--- config.mk ---
export PLATFORM = sky130hd
export DESIGN_NAME = acc_seq
export DESIGN_NICKNAME = d
export VERILOG_FILES = /design/src/rtl/acc_seq_pkg.sv /design/src/rtl/acc_seq_stepper.sv /design/src/rtl/acc_seq_decode.sv /design/src/rtl/acc_seq_haltlatch.sv /design/src/rtl/acc_seq.sv
export SDC_FILE = /design/constraint.sdc
export NUM_CORES = 1
export LEC_CHECK = 0
export BUFFER_PORTS_ARGS = -buffer_cell sky130_fd_sc_hd__buf_2
export CAP_MARGIN = 15
export CELL_PAD_IN_SITES_DETAIL_PLACEMENT = 1
export CELL_PAD_IN_SITES_GLOBAL_PLACEMENT = 2
export CORE_MARGIN = 8
export CORE_UTILIZATION = 27
export DETAILED_ROUTE_END_ITERATION = 7
export GPL_ROUTABILITY_DRIVEN = 0
export GPL_TIMING_DRIVEN = 0
export HOLD_SLACK_MARGIN = 0.15
export PLACE_DENSITY_LB_ADDON = 0.1
export REMOVE_ABC_BUFFERS = 1
export SYNTH_ARGS = -nofsm -noshare
export SYNTH_HDL_FRONTEND = slang
export SYNTH_SLANG_ARGS = --single-unit
--- constraint.sdc ---
create_clock -name clk -period 4.07 [get_ports clk]
set_input_delay 0.814 -clock clk [delete_from_list [all_inputs] [get_ports clk]]
set_output_delay 0.814 -clock clk [all_outputs]
set_load 0.01 [all_outputs]
--- src/rtl/acc_seq_pkg.sv ---
package acc_seq_pkg;

  localparam int OP_W      = 4;
  localparam int FETCH_N   = 3;

  localparam logic [OP_W-1:0] OP_NOP = 4'b0000;
  localparam logic [OP_W-1:0] OP_LDM = 4'b0001;
  localparam logic [OP_W-1:0] OP_ADM = 4'b0010;
  localparam logic [OP_W-1:0] OP_SBM = 4'b0011;
  localparam logic [OP_W-1:0] OP_STM = 4'b0100;
  localparam logic [OP_W-1:0] OP_LDK = 4'b0101;
  localparam logic [OP_W-1:0] OP_JMP = 4'b0110;
  localparam logic [OP_W-1:0] OP_SHW = 4'b1110;
  localparam logic [OP_W-1:0] OP_STP = 4'b1111;

  typedef struct packed {
    logic drv_pc;
    logic drv_ram;
    logic drv_irlo;
    logic drv_acc;
    logic drv_alu;
    logic ld_mar;
    logic ld_ir;
    logic ld_acc;
    logic ld_b;
    logic ld_out;
    logic ld_pc;
    logic pc_inc;
    logic ram_we;
    logic alu_sub;
    logic halt_req;
  } ctrl_t;

  // Number of execute steps for an operation; unknown codes take none.
  function automatic int unsigned exec_len(input logic [OP_W-1:0] op);
    case (op)
      OP_ADM, OP_SBM:         return 3;
      OP_LDM, OP_STM:         return 2;
      OP_LDK, OP_JMP, OP_SHW,
      OP_STP:                 return 1;
      default:                return 0;
    endcase
  endfunction

  // Control word of fetch step idx (0..FETCH_N-1).
  function automatic ctrl_t fetch_word(input int unsigned idx);
    ctrl_t c;
    c = '0;
    case (idx)
      0:       begin c.drv_pc  = 1'b1; c.ld_mar = 1'b1; end
      1:       begin c.drv_ram = 1'b1; c.ld_ir  = 1'b1; end
      default: c.pc_inc = 1'b1;
    endcase
    return c;
  endfunction

  // Control word of execute step idx for operation op.
  function automatic ctrl_t exec_word(input logic [OP_W-1:0] op,
                                      input int unsigned idx);
    ctrl_t c;
    c = '0;
    case (op)
      OP_LDM, OP_ADM, OP_SBM, OP_STM:
        if (idx == 0) begin
          c.drv_irlo = 1'b1;
          c.ld_mar   = 1'b1;
        end else if (idx == 1) begin
          if (op == OP_STM) begin
            c.drv_acc = 1'b1;
            c.ram_we  = 1'b1;
          end else begin
            c.drv_ram = 1'b1;
            c.ld_acc  = (op == OP_LDM);
            c.ld_b    = (op != OP_LDM);
          end
        end else begin
          c.drv_alu = 1'b1;
          c.ld_acc  = 1'b1;
          c.alu_sub = (op == OP_SBM);
        end
      OP_LDK:  begin c.drv_irlo = 1'b1; c.ld_acc = 1'b1; end
      OP_JMP:  begin c.drv_irlo = 1'b1; c.ld_pc  = 1'b1; end
      OP_SHW:  begin c.drv_acc  = 1'b1; c.ld_out = 1'b1; end
      OP_STP:  c.halt_req = 1'b1;
      default: c = '0;
    endcase
    return c;
  endfunction

endpackage

--- src/rtl/acc_seq_stepper.sv ---
module acc_seq_stepper
  import acc_seq_pkg::*;
#(
  parameter int STEP_W = 3
) (
  input  logic              clk,
  input  logic              rst,
  input  logic              hold,
  input  logic [OP_W-1:0]   opcode,
  output logic [STEP_W-1:0] step,
  output logic              instr_done
);

  logic [STEP_W-1:0] last_step;

  assign last_step  = STEP_W'(FETCH_N - 1 + exec_len(opcode));
  assign instr_done = !hold && (step == last_step);

  always_ff @(posedge clk) begin
    if (rst)
      step <= '0;
    else if (hold)
      step <= step;
    else if (instr_done)
      step <= '0;
    else
      step <= step + 1'b1;
  end

endmodule

--- src/rtl/acc_seq_decode.sv ---
module acc_seq_decode
  import acc_seq_pkg::*;
#(
  parameter int STEP_W = 3
) (
  input  logic [STEP_W-1:0] step,
  input  logic [OP_W-1:0]   opcode,
  input  logic              halted,
  output ctrl_t             ctrl
);

  localparam logic [STEP_W-1:0] EXEC_BASE = STEP_W'(FETCH_N);

  always_comb begin
    if (halted)
      ctrl = '0;
    else if (step < EXEC_BASE)
      ctrl = fetch_word(int'(step));
    else
      ctrl = exec_word(opcode, int'(step - EXEC_BASE));
  end

endmodule

--- src/rtl/acc_seq_haltlatch.sv ---
module acc_seq_haltlatch (
  input  logic clk,
  input  logic rst,
  input  logic set_req,
  output logic halted
);

  always_ff @(posedge clk) begin
    if (rst)
      halted <= 1'b0;
    else if (set_req)
      halted <= 1'b1;
  end

endmodule

--- src/rtl/acc_seq.sv ---
module acc_seq
  import acc_seq_pkg::*;
#(
  parameter int STEP_W = 3
) (
  input  logic              clk,
  input  logic              rst,
  input  logic [3:0]        opcode,
  output logic [STEP_W-1:0] step,
  output logic              drv_pc,
  output logic              drv_ram,
  output logic              drv_irlo,
  output logic              drv_acc,
  output logic              drv_alu,
  output logic              ld_mar,
  output logic              ld_ir,
  output logic              ld_acc,
  output logic              ld_b,
  output logic              ld_out,
  output logic              ld_pc,
  output logic              pc_inc,
  output logic              ram_we,
  output logic              alu_sub,
  output logic              halt_req,
  output logic              halted
);

  ctrl_t ctrl;
  logic  instr_done;

  acc_seq_stepper #(.STEP_W(STEP_W)) u_step (
    .clk        (clk),
    .rst        (rst),
    .hold       (halted),
    .opcode     (opcode),
    .step       (step),
    .instr_done (instr_done)
  );

  acc_seq_decode #(.STEP_W(STEP_W)) u_dec (
    .step   (step),
    .opcode (opcode),
    .halted (halted),
    .ctrl   (ctrl)
  );

  acc_seq_haltlatch u_halt (
    .clk     (clk),
    .rst     (rst),
    .set_req (ctrl.halt_req),
    .halted  (halted)
  );

  assign drv_pc   = ctrl.drv_pc;
  assign drv_ram  = ctrl.drv_ram;
  assign drv_irlo = ctrl.drv_irlo;
  assign drv_acc  = ctrl.drv_acc;
  assign drv_alu  = ctrl.drv_alu;
  assign ld_mar   = ctrl.ld_mar;
  assign ld_ir    = ctrl.ld_ir;
  assign ld_acc   = ctrl.ld_acc;
  assign ld_b     = ctrl.ld_b;
  assign ld_out   = ctrl.ld_out;
  assign ld_pc    = ctrl.ld_pc;
  assign pc_inc   = ctrl.pc_inc;
  assign ram_we   = ctrl.ram_we;
  assign alu_sub  = ctrl.alu_sub;
  assign halt_req = ctrl.halt_req;

endmodule

Word-level counts from Yosys, hierarchy flattened:

Memory sizes are Yosys's and may differ from the RTL's.
Index checks and enable logic that the tools add are counted.

* register bits: 4
* latch bits: 0
* RAM bits: 0
* ROM bits: 32
* input bits: 6
* output and inout port bits: 19
* word-level logic and storage cells: 56
* memories: 1

* $add $sub $neg: 3
* multiply operators: 0
* divide/modulo/power cells: 0
* $lt $le $gt $ge: 1
* equality and inequality tests: 12
* shifts and indexed selects: 0
* mux-type cells: 30
* bitwise logic cells: 0
* reduce and logical (&&, ||, !) cells: 7

Memories
* (name not given): words 16, bits a word 2, rd ports 1, clocked after memory_dff 0, write ports 0, line acc_seq_pkg.sv:36 `case (op)`

Operators by type and width (number)
* $eq 32x1->1 const B: 1
* $logic_not 32->1: 1
* $mux 15: 2
* $mux 1: 18
* $eq 4x3->1 const B: 3
* $mux 2: 6
* $eq 4x2->1 const B: 2
* $eq 4x4->1 const B: 2
* $pmux 1 s2: 3
* $eq 4x1->1 const B: 1
* $ne 4x1->1 const B: 1
* $reduce_or 2->1: 2
* $reduce_or 4->1: 1
* $sub 3x2->4 const B: 1
* $add 2x3->3 const A: 1
* $add 3x1->3 const B: 1
* $eq 3x1->1 const B: 1
* $eq 3x3->1: 1
* $logic_not 3->1: 1
* $lt 3x2->1 const B: 1
* $mux 3: 1
* $logic_and 1x1->1: 1
* $logic_not 1->1: 1

Longest topological paths before layout:

* word-level depth: 7
* gate-level depth with buffers: 7
* depth with buffers taken out: 7

Hierarchy:

A second synthesis with hierarchy kept.

* cells, all modules: 87
* area, all modules: 664.4 µm²

By module, submodules not included
* acc_seq_decode: instances 1, cells an instance 49, area each 326.6 µm², seq. area each 0.0 µm²
* acc_seq_stepper: instances 1, cells an instance 36, area each 307.8 µm², seq. area each 60.1 µm²
* acc_seq_haltlatch: instances 1, cells an instance 2, area each 30.0 µm², seq. area each 20.0 µm²

Worst setup path before layout:

No wires, ideal clock.

* path kind: in2out
* start: input opcode[0]
* end: output alu_sub
* arrival time: 2.195 ns
* data required time: 3.256 ns
* setup slack: 1.061 ns
* stages on the path: 6
* path buffers: 0
* cell sequence: inv_1 ha_1 nor2b_4 or4b_4 nor3_2 and3_1

* longest elaborated chain between the ends: 6
* elaborated cells on any way between the ends: 10
* classes of those cells: eq/ne (4); mux (5); reduce/logical (1)

Ends and longest elaborated chain
* start, declared: line acc_seq.sv:8 `input logic [3:0] opcode,`
* $eq 4x2->1: line acc_seq_pkg.sv:62, acc_seq_pkg.sv:79
* $mux 1: line acc_seq_pkg.sv:67 `end else if (idx == 1) begin`
* $mux 2: line acc_seq_pkg.sv:64 `if (idx == 0) begin`
* $mux 2 *: line acc_seq_pkg.sv:62 `case (op)`
* $mux 15 *: line acc_seq_decode.sv:17 `else if (step < EXEC_BASE)`
* $mux 15 *: line acc_seq_decode.sv:15 `if (halted)`
* end, declared: line acc_seq.sv:23 `output logic alu_sub,`

Mark *: on every way between the ends. The rest lies on a longest branch, timed or not.

Final worst setup path:

* start: register u_step.step[0]
* end: output alu_sub

* longest elaborated chain between the ends: 7
* elaborated cells on any way between the ends: 9
* classes of those cells: add/sub (1); order compare (1); eq/ne (1); mux (5); reduce/logical (1)

Ends and longest elaborated chain
* start, declared: line acc_seq_stepper.sv:10 `output logic [STEP_W-1:0] step,`
* start signal, assigned: line acc_seq_stepper.sv:23 `step <= step;`
* start signal, assigned: line acc_seq_stepper.sv:27 `step <= step + 1'b1;`
* $sub 3x2->4: line acc_seq_decode.sv:20 `ctrl = exec_word(opcode, int'(step - EXEC_BASE));`
* $eq 32x1->1: line acc_seq_pkg.sv:67
* $mux 1: line acc_seq_pkg.sv:67
* $mux 2: line acc_seq_pkg.sv:64
* $mux 2: line acc_seq_pkg.sv:62
* $mux 15 *: line acc_seq_decode.sv:17
* $mux 15 *: line acc_seq_decode.sv:15

Marked as above.

==> impl_metrics.json <==
{
  "rsz0062_at_grt": "no",
  "finalCriticalPeriod_ns": 3.30,
  "drc": 0,
  "cts_buffers": 3,
  "pre_cts_ws_ns": 0.861,
  "p_leak_nw": 0.420,
  "initial_utilization_pct": 27.6,
  "outcome": "finished, final reports clean",
  "finalWorstSetupSlack_ns": 0.768,
  "syn_area_per_cell_um2": 7.65,
  "powerDensity_mw_per_mm2": 299,
  "num_vias": 709,
  "synth_async_sr_flop_share_pct": 0,
  "grt_max_degree": 15,
  "synth_cell_types": 36,
  "skew_ns": 0.00298,
  "fin_crit_sh_pct": 81.1,
  "synthFlopType": "dfxtp_1",
  "grt-ovfl-total": 0,
  "yosys_warnings": 0,
  "min_path_type": "reg -> reg",
  "clk_path_buf_depth": 2,
  "clock-root-buffer": "clkbuf_4",
  "crit_required_ns": 3.26,
  "htreeDepth": 1,
  "synthesis.instances": 86,
  "antenna_found_initial": 0,
  "tns_ns": 0,
  "tritoncts_num_sinks": 4,
  "coreArea_mm2": 0.00239,
  "final_cell_mix": "buf_2 (24), nor2_1 (11), ha_1 (11), inv_1 (6), and3_1 (6)",
  "layout_commonest_cell": "buf_2",
  "fin_nets": 129,
  "synth_edf_count": 0,
  "post-cts-setup-buffers": 0,
  "cp-start-kind": "flop",
  "grt_usage_pct": 9.27,
  "crit_type": "reg -> out",
  "path_clk_slew_ns": 0.04,
  "worst_slew_pin_slew_ns": 0.482,
  "grt_pass1_wl_mm": 3.35,
  "clk_latency_ns": 0.23,
  "io_pins": 25,
  "wirelength_mm": 1.95,
  "synth.cell_area_um2": 658,
  "grt_pass1_vias": 766,
  "rows": 18,
  "cp.arrival_ns": 2.49,
  "drv_slew": 0,
  "peakVddDrop_v": 0.000207,
  "synth_seq_cells": 4,
  "cts_resized": 0,
  "maxSlewHeadroom_pct": 67.9,
  "n_antenna_cell": 0,
  "wl_per_cell_um": 13.9,
  "dieHeight_um": 65.4,
  "worstPathMaxFanout": 8,
  "die_width_um": 65.4,
  "drive_gt1_share_pct": 28.2,
  "whs_ns": 0.617,
  "cts_tree": "done",
  "finalHoldViolCount": 0,
  "fmax_mhz": 303,
  "postCtsHoldBufs": 0,
  "area_delta_synth_final_pct": 24.5,
  "vias_per_cell": 5.06,
  "setup_violations": 0,
  "port_buffers": 24,
  "drt_iter0_markers": 12,
  "dieArea_mm2": 0.00427,
  "max_cap_violations": 0,
  "dp.final_hpwl_mm": 1.61,
  "yosysSeqAreaShare_pct": 12.2,
  "p_total_mw": 0.245,
  "end_kind": "output pin",
  "fillerInstances": 312,
  "ant_nets": 0,
  "dr.pass1.iters": 4
}
==> flip-flops by register name (all words and copies together) (netlist names) <==
register	cells
u_step.step	3
u_halt.halted	1
==> worst max-delay path, cell delays in order (launching register included) <==
cell and delay, ns:
dfxtp_1 0.48, ha_1 0.20, inv_1 0.04, ha_1 0.26, nor2_1 0.24, or4b_4 0.54
nor3_2 0.21, and3_1 0.17, buf_2 0.12
==> report_power, final <==
group          switching [mW]  total [mW]  leakage [nW]  internal, mW
Combinational          0.0778       0.139         0.373        0.0613
Sequential             0.0115      0.0568        0.0328        0.0453
Clock                  0.0160      0.0490        0.0138        0.0330
Total                   0.105       0.245         0.420         0.140
==> cell type report <==
type | count | area, µm² | share of cell area, %
Multi-Input combinational cell | 73 | 537 | 65.5
Timing Repair Buffer | 24 | 120 | 14.7
Sequential cell | 4 | 80.1 | 9.77
Tap cell | 30 | 37.5 | 4.58
Clock buffer | 3 | 22.5 | 2.75
Inverter | 6 | 22.5 | 2.75
==> layer usage <==
| layer | track usage, % | share of wire, % |
|---|---|---|
| met2 | 16.5 | 47 |
| met5 | 0 | 0 |
| met4 | 1.63 | 0 |
| met1 | 11.1 | 48 |
| met3 | 2.21 | 4.7 |
==> cell usage after synthesis (2+ instances only) <==
| cell | instances | share of area (%) |
|---|---|---|
| and3_1 | 6 | 5.7 |
| nand3_1 | 3 | 2.3 |
| o311ai_0 | 2 | 2.7 |
| a211o_1 | 2 | 2.7 |
| a21oi_1 | 2 | 1.5 |
| ha_1 | 11 | 21 |
| nor3_1 | 3 | 2.3 |
| clkbuf_1 | 2 | 1.1 |
| o21ai_0 | 2 | 1.5 |
| nand2b_1 | 2 | 1.9 |
| xnor2_1 | 2 | 2.7 |
| inv_1 | 6 | 3.4 |
| nand2_1 | 5 | 2.9 |
| nor2_1 | 11 | 6.3 |
| a21boi_0 | 3 | 3.4 |
| dfxtp_1 | 4 | 12 |
==> per-stage QoR <==
stage / cells / utilization [%] / cell area [µm²]
floorplan: 83 / - / 639
CTS: 140 / 34.3 / 820
global route: 140 / 34.3 / 820
global placement: 137 / 33.4 / 797
detailed placement: 137 / 33.4 / 797
finish: 140 / 34.3 / 820
==> worst paths after layout <==
path	start	endpoint	slack, ns	depth (start not counted)
hold reg to reg	u_step.step[0]	u_step.step[0]	0.62	2
setup / recovery	u_step.step[0]	alu_sub	0.77	8
setup reg to reg	u_step.step[0]	u_step.step[2]	2.58	6
hold / removal	u_step.step[0]	u_step.step[0]	0.62	2
==> logic make-up after synthesis <==
logic type / share of synthesized area, %
buffers and inverters: 6.27
flip-flops: 12.2
AND/OR/NAND/NOR: 40.7
AO/OA/AOI/OAI: 17.3
XOR/XNOR: 2.66
adder cells (fa/ha/maj): 20.9
No activity file was read; power rests on OpenSTA's default activity.
